**src/rtl/ser_pkg.sv**
```systemverilog
package ser_pkg;
  // Strobes from the sequencing control to the datapath.
  typedef struct packed {
    logic capture;   // latch the parallel word into the holding register
    logic load;      // start a new frame this edge
    logic loadSync;  // the new frame is the training pattern
    logic idle;      // powered down: clear the shifter, drop drive
  } serStrobe_t;
endpackage

```
**src/rtl/ser_ctrl.sv**
```systemverilog
module ser_ctrl
  import ser_pkg::*;
#(
  parameter int WORD_W = 10
) (
  input  logic       bitClk,
  input  logic       rstN,
  input  logic       wordClk,
  input  logic       edgeSel,
  input  logic       syncReq,
  input  logic       powerDown,
  output serStrobe_t strobe
);
  localparam int FRAME_W = WORD_W + 2;
  localparam int CNT_W   = $clog2(FRAME_W);
  localparam logic [CNT_W-1:0] LAST_POS = CNT_W'(FRAME_W - 1);

  logic             wordClkQ;
  logic [CNT_W-1:0] bitPos;
  logic             edgeSeen;
  logic             atBoundary;

  always_ff @(posedge bitClk) begin
    if (!rstN) wordClkQ <= 1'b0;
    else       wordClkQ <= wordClk;
  end

  // The position rests on the last bit so the first running edge loads a frame.
  always_ff @(posedge bitClk) begin
    if (!rstN || powerDown)   bitPos <= LAST_POS;
    else if (bitPos == LAST_POS) bitPos <= '0;
    else                      bitPos <= bitPos + 1'b1;
  end

  always_comb begin
    edgeSeen   = edgeSel ? (wordClk && !wordClkQ) : (!wordClk && wordClkQ);
    atBoundary = (bitPos == LAST_POS);
    strobe.idle     = powerDown;
    strobe.capture  = edgeSeen && !powerDown;
    strobe.load     = atBoundary && !powerDown;
    strobe.loadSync = atBoundary && !powerDown && syncReq;
  end
endmodule

```
**src/rtl/ser_datapath.sv**
```systemverilog
module ser_datapath
  import ser_pkg::*;
#(
  parameter int WORD_W = 10
) (
  input  logic              bitClk,
  input  logic              rstN,
  input  serStrobe_t        strobe,
  input  logic [WORD_W-1:0] wordIn,
  input  logic              outEnable,
  output logic              serOut,
  output logic              serOe
);
  localparam int FRAME_W = WORD_W + 2;
  localparam int HALF_W  = FRAME_W / 2;
  localparam logic [FRAME_W-1:0] SYNC_FRAME =
    {{(FRAME_W - HALF_W){1'b0}}, {HALF_W{1'b1}}};

  logic [WORD_W-1:0]  holdReg;
  logic [FRAME_W-1:0] shiftReg;
  logic               oeReg;

  always_ff @(posedge bitClk) begin
    if (!rstN)              holdReg <= '0;
    else if (strobe.capture) holdReg <= wordIn;
  end

  // Bit 0 of the shifter is on the line; the frame shifts toward it.
  always_ff @(posedge bitClk) begin
    if (!rstN || strobe.idle) shiftReg <= '0;
    else if (strobe.loadSync) shiftReg <= SYNC_FRAME;
    else if (strobe.load)     shiftReg <= {1'b0, holdReg, 1'b1};
    else                      shiftReg <= shiftReg >> 1;
  end

  always_ff @(posedge bitClk) begin
    if (!rstN) oeReg <= 1'b0;
    else       oeReg <= outEnable && !strobe.idle;
  end

  assign serOut = shiftReg[0];
  assign serOe  = oeReg;
endmodule

```
**src/rtl/frame_serializer.sv**
```systemverilog
module frame_serializer
  import ser_pkg::*;
#(
  parameter int WORD_W = 10
) (
  input  logic              bitClk,
  input  logic              rstN,
  input  logic              wordClk,
  input  logic              edgeSel,
  input  logic [WORD_W-1:0] wordIn,
  input  logic              syncReq,
  input  logic              powerDown,
  input  logic              outEnable,
  output logic              serOut,
  output logic              serOe
);
  serStrobe_t strobe;

  ser_ctrl #(.WORD_W(WORD_W)) u_ctrl (
    .bitClk   (bitClk),
    .rstN     (rstN),
    .wordClk  (wordClk),
    .edgeSel  (edgeSel),
    .syncReq  (syncReq),
    .powerDown(powerDown),
    .strobe   (strobe)
  );

  ser_datapath #(.WORD_W(WORD_W)) u_dp (
    .bitClk   (bitClk),
    .rstN     (rstN),
    .strobe   (strobe),
    .wordIn   (wordIn),
    .outEnable(outEnable),
    .serOut   (serOut),
    .serOe    (serOe)
  );
endmodule

```
**config.mk**
```make
export PLATFORM = sky130hd
export DESIGN_NAME = frame_serializer
export DESIGN_NICKNAME = d
export VERILOG_FILES = /design/src/rtl/ser_pkg.sv /design/src/rtl/ser_ctrl.sv /design/src/rtl/ser_datapath.sv /design/src/rtl/frame_serializer.sv
export SDC_FILE = /design/constraint.sdc
export NUM_CORES = 1
export LEC_CHECK = 0
export CAP_MARGIN = 25
export CORE_MARGIN = 5
export CORE_UTILIZATION = 48
export CTS_CLUSTER_DIAMETER = 50
export DETAILED_ROUTE_END_ITERATION = 7
export DONT_BUFFER_PORTS = 1
export GPL_TIMING_DRIVEN = 0
export PLACE_DENSITY = 0.66
export SETUP_SLACK_MARGIN = 0.05
export SLEW_MARGIN = 40
export SYNTH_ARGS = -nofsm -noshare
export SYNTH_HDL_FRONTEND = slang
export SYNTH_SLANG_ARGS = --single-unit
```
**constraint.sdc**
```tcl
create_clock -name bitClk -period 2.8 [get_ports bitClk]
set_input_delay 0.28 -clock bitClk [delete_from_list [all_inputs] [get_ports bitClk]]
set_output_delay 0.28 -clock bitClk [all_outputs]
set_load 0.01 [all_outputs]
```
==> run_results.csv <==
group,metric,value,unit
sta,rsz0062_at_grt,"no",
sta,fin_setup_tns,0,ns
synthesis,synth_nets,128,
synthesis,synthMuxAreaShare,0.140,
synthesis,synthArstFlopShare,0,
synthesis,synthTopCellsByCount,"dfxtp_1, nand2_1, nor2_1",
sta,worst_slew_pin_slew,0.428,ns
detailed_routing,totalWireLength,1740,µm
flow_run,maxCapViolations,0,
hold_path,hold_class,"input port to flop",
sta,slew_headroom,0.715,
detailed_routing,drt_first_iter_violations,11,
worst_setup_path,max_stage_delay,0.38,ns
synthesis,synth_compound_area_frac,0.0838,
clock_network,clockRootBuffer,"clkbuf_4",
synthesis,synth_area,1070,µm²
synthesis,synth_seq_cells,27,
sta,max_freq,699,MHz
synthesis,yosysTopAreaCell,"dfxtp_1",
worst_setup_path,path_max_fanout,10,
layout,fin_cells,142,
worst_setup_path,worstPathArrival,1.69,ns
clock_network,cts_setup_buffers,0,
die,ios,19,
detailed_routing,drc_errors,0,
synthesis,ys.flop_type,"dfxtp_1",
placed_design,placed_cells_incl_taps,138,
detailed_routing,wl_per_cell,12.2,µm
worst_setup_path,crit_type,"flop to flop",
sta,fin_skew,0.00540,ns
layout,diodes,0,
detailed_routing,viasPerCell,5.08,
global_routing,grt_pass1_vias,724,
power,ir_worst_vdd,0.403,mV
worst_setup_path,cpMostUsedCell,"buf_6",
synthesis,yosysUniqueCellTypes,25,
die,core_area,2170,µm²
worst_setup_path,crit_buf_inv,2,
sta,period_needed,1.43,ns
die,die_w,57.3,µm
clock_network,cts.clk_slew.worst_paths,0.14,ns
clock_network,clock-sinks,27,
sta,hold_viol,0,
global_routing,grt_max_degree,15,
worst_setup_path,required,3.06,ns
die,die_h,57.3,µm
global_routing,antenna_found_initial,0,
detailed_routing,firstDrtPassIters,4,
clock_network,cts_buffers,3,
synthesis,ys_seq_area_frac,0.503,
synthesis,synth_top_family_by_area,"simple AND/OR/NAND/NOR gates",
clock_network,clk_latency,0.32,ns
synthesis,synth_cells,110,
placed_design,io_buffers,0,
power,leakage,0.431,nW
sta,drv_slew,0,
synthesis,yosysWarnings,0,
placed_design,gp_congestion,0.704,
layout,layout.nets,133,
synthesis,ys_top_cells_by_area,"dfxtp_1, mux2i_1, nand2_1, nor2_1, a211oi_2",
worst_setup_path,endpoint_kind,"flop",
status,status,"complete, no violations",
worst_setup_path,path_cells,"ha_1 > and4bb_1 > buf_6 > buf_6 > nor2_1 > a211oi_2",
placed_design,dp_hpwl,1290,µm
layout,syn2layout_area_growth,5.70,%
detailed_routing,num_vias,722,
synthesis,synth_edf_count,0,
worst_setup_path,critPathTopFamily,"flip-flops",
sta,finalCritPeriodShare,0.511,
synthesis,synth.most_common_cell,"dfxtp_1",
sta,finalSetupViolCount,0,
clock_network,cts_hold_buf,0,
clock_network,htreeDepth,1,
synthesis,synthXorXnorAreaFrac,0.00815,
synthesis,yosysTopAreaCellShare,0.503,
synthesis,avgSynthCellArea,9.77,µm²
global_routing,grt_usage,0.122,
detailed_routing,drt.antenna.violating_nets,0,
clock_network,cts_resized,0,
die,initial_core_util,0.495,
global_routing,grt_pass1_wl,3110,µm
worst_setup_path,slowest_stage,"dfxtp_1",
clock_network,clockBufferDepth,2,
synthesis,synthAdderAreaFrac,0.0116,
die,dieArea,3290,µm²
clock_network,cts_tree,"yes",
power,cellPowerDensity,569,nW/µm²
die,rows,17,
synthesis,synthSimpleGateAreaFrac,0.207,
global_routing,gr-total-overflow,0,
layout,drive_gt1_frac,0.114,
worst_setup_path,startpoint_type,"flop",
metal layers:
metal,part of all wire,GRT usage
met3,0.035,0.0317
met5,0,0
met2,0.46,0.184
met1,0.49,0.161
met4,0.019,0.0596
final cells by class:
| cell class | instances | area (µm²) |
|---|---|---|
| fill | 225 | 1030 |
| sequential | 27 | 541 |
| multi-input combinational | 76 | 484 |
| buffer | 6 | 46.3 |
| tap | 28 | 35.0 |
| clock buffer | 4 | 26.3 |
| inverter | 1 | 3.75 |
stage by stage:
stage | utilization | total power [W] | worst slack [ns] | cell area, µm² | hold slack (ns)
after floorplan | - | 0.000475 | 1.51 | 1070 | 0.392
after global placement | 0.512 | 0.000486 | 1.42 | 1110 | 0.397
after detailed placement | 0.512 | 0.000488 | 1.38 | 1110 | 0.400
after CTS | 0.524 | 0.000651 | 1.35 | 1140 | 0.0450
after global routing | 0.524 | 0.000683 | 1.25 | 1140 | 0.0354
final | 0.524 | 0.000646 | 1.37 | 1140 | 0.0462
kinds of logic after synthesis:
logic type,Yosys count
adders and majority gates,1
and+or+nand+nor,50
xor gates and xnor gates,1
DFF,27
buffers and inverters,7
muxes,15
AOI/OAI and AO/OA,9
cell usage in the layout (no fill, tap or decap), drive strengths merged, types with 5 or more instances in the layout:
cell type   n
clkbuf      5
mux2i      15
buf         5
dfxtp      27
nand2      22
nor2       20
a211oi      5
state kept, by name, summed over array words and instances (netlist names):
name             flops
u_dp.shiftReg       11
u_ctrl.wordClkQ      1
u_dp.holdReg        10
u_dp.serOe           1
u_ctrl.bitPos        4
power breakdown:
part           internal (W)  switching [W]  total [W]
Combinational     0.0000332      0.0000383  0.0000714
Clock             0.0000558       0.000112   0.000168
Sequential         0.000399     0.00000776   0.000407
Total              0.000488       0.000158   0.000646
worst paths after layout:
| check | startpoint | end | slack [ns] | cells past startpoint |
|---|---|---|---|---|
| setup / recovery | u_ctrl.bitPos[0]$_SDFF_PP1_ | u_dp.shiftReg[4]$_SDFF_PP0_ | 1.37 | 6 |
| hold / removal | outEnable | u_dp.serOe$_SDFF_PN0_ | 0.05 | 2 |
| setup reg to reg | u_ctrl.bitPos[0]$_SDFF_PP1_ | u_dp.shiftReg[4]$_SDFF_PP0_ | 1.37 | 6 |
| hold reg to reg | u_dp.holdReg[9]$_SDFFE_PN0P_ | u_dp.shiftReg[10]$_SDFF_PP0_ | 0.46 | 2 |
(Power assumes the default switching activity.)
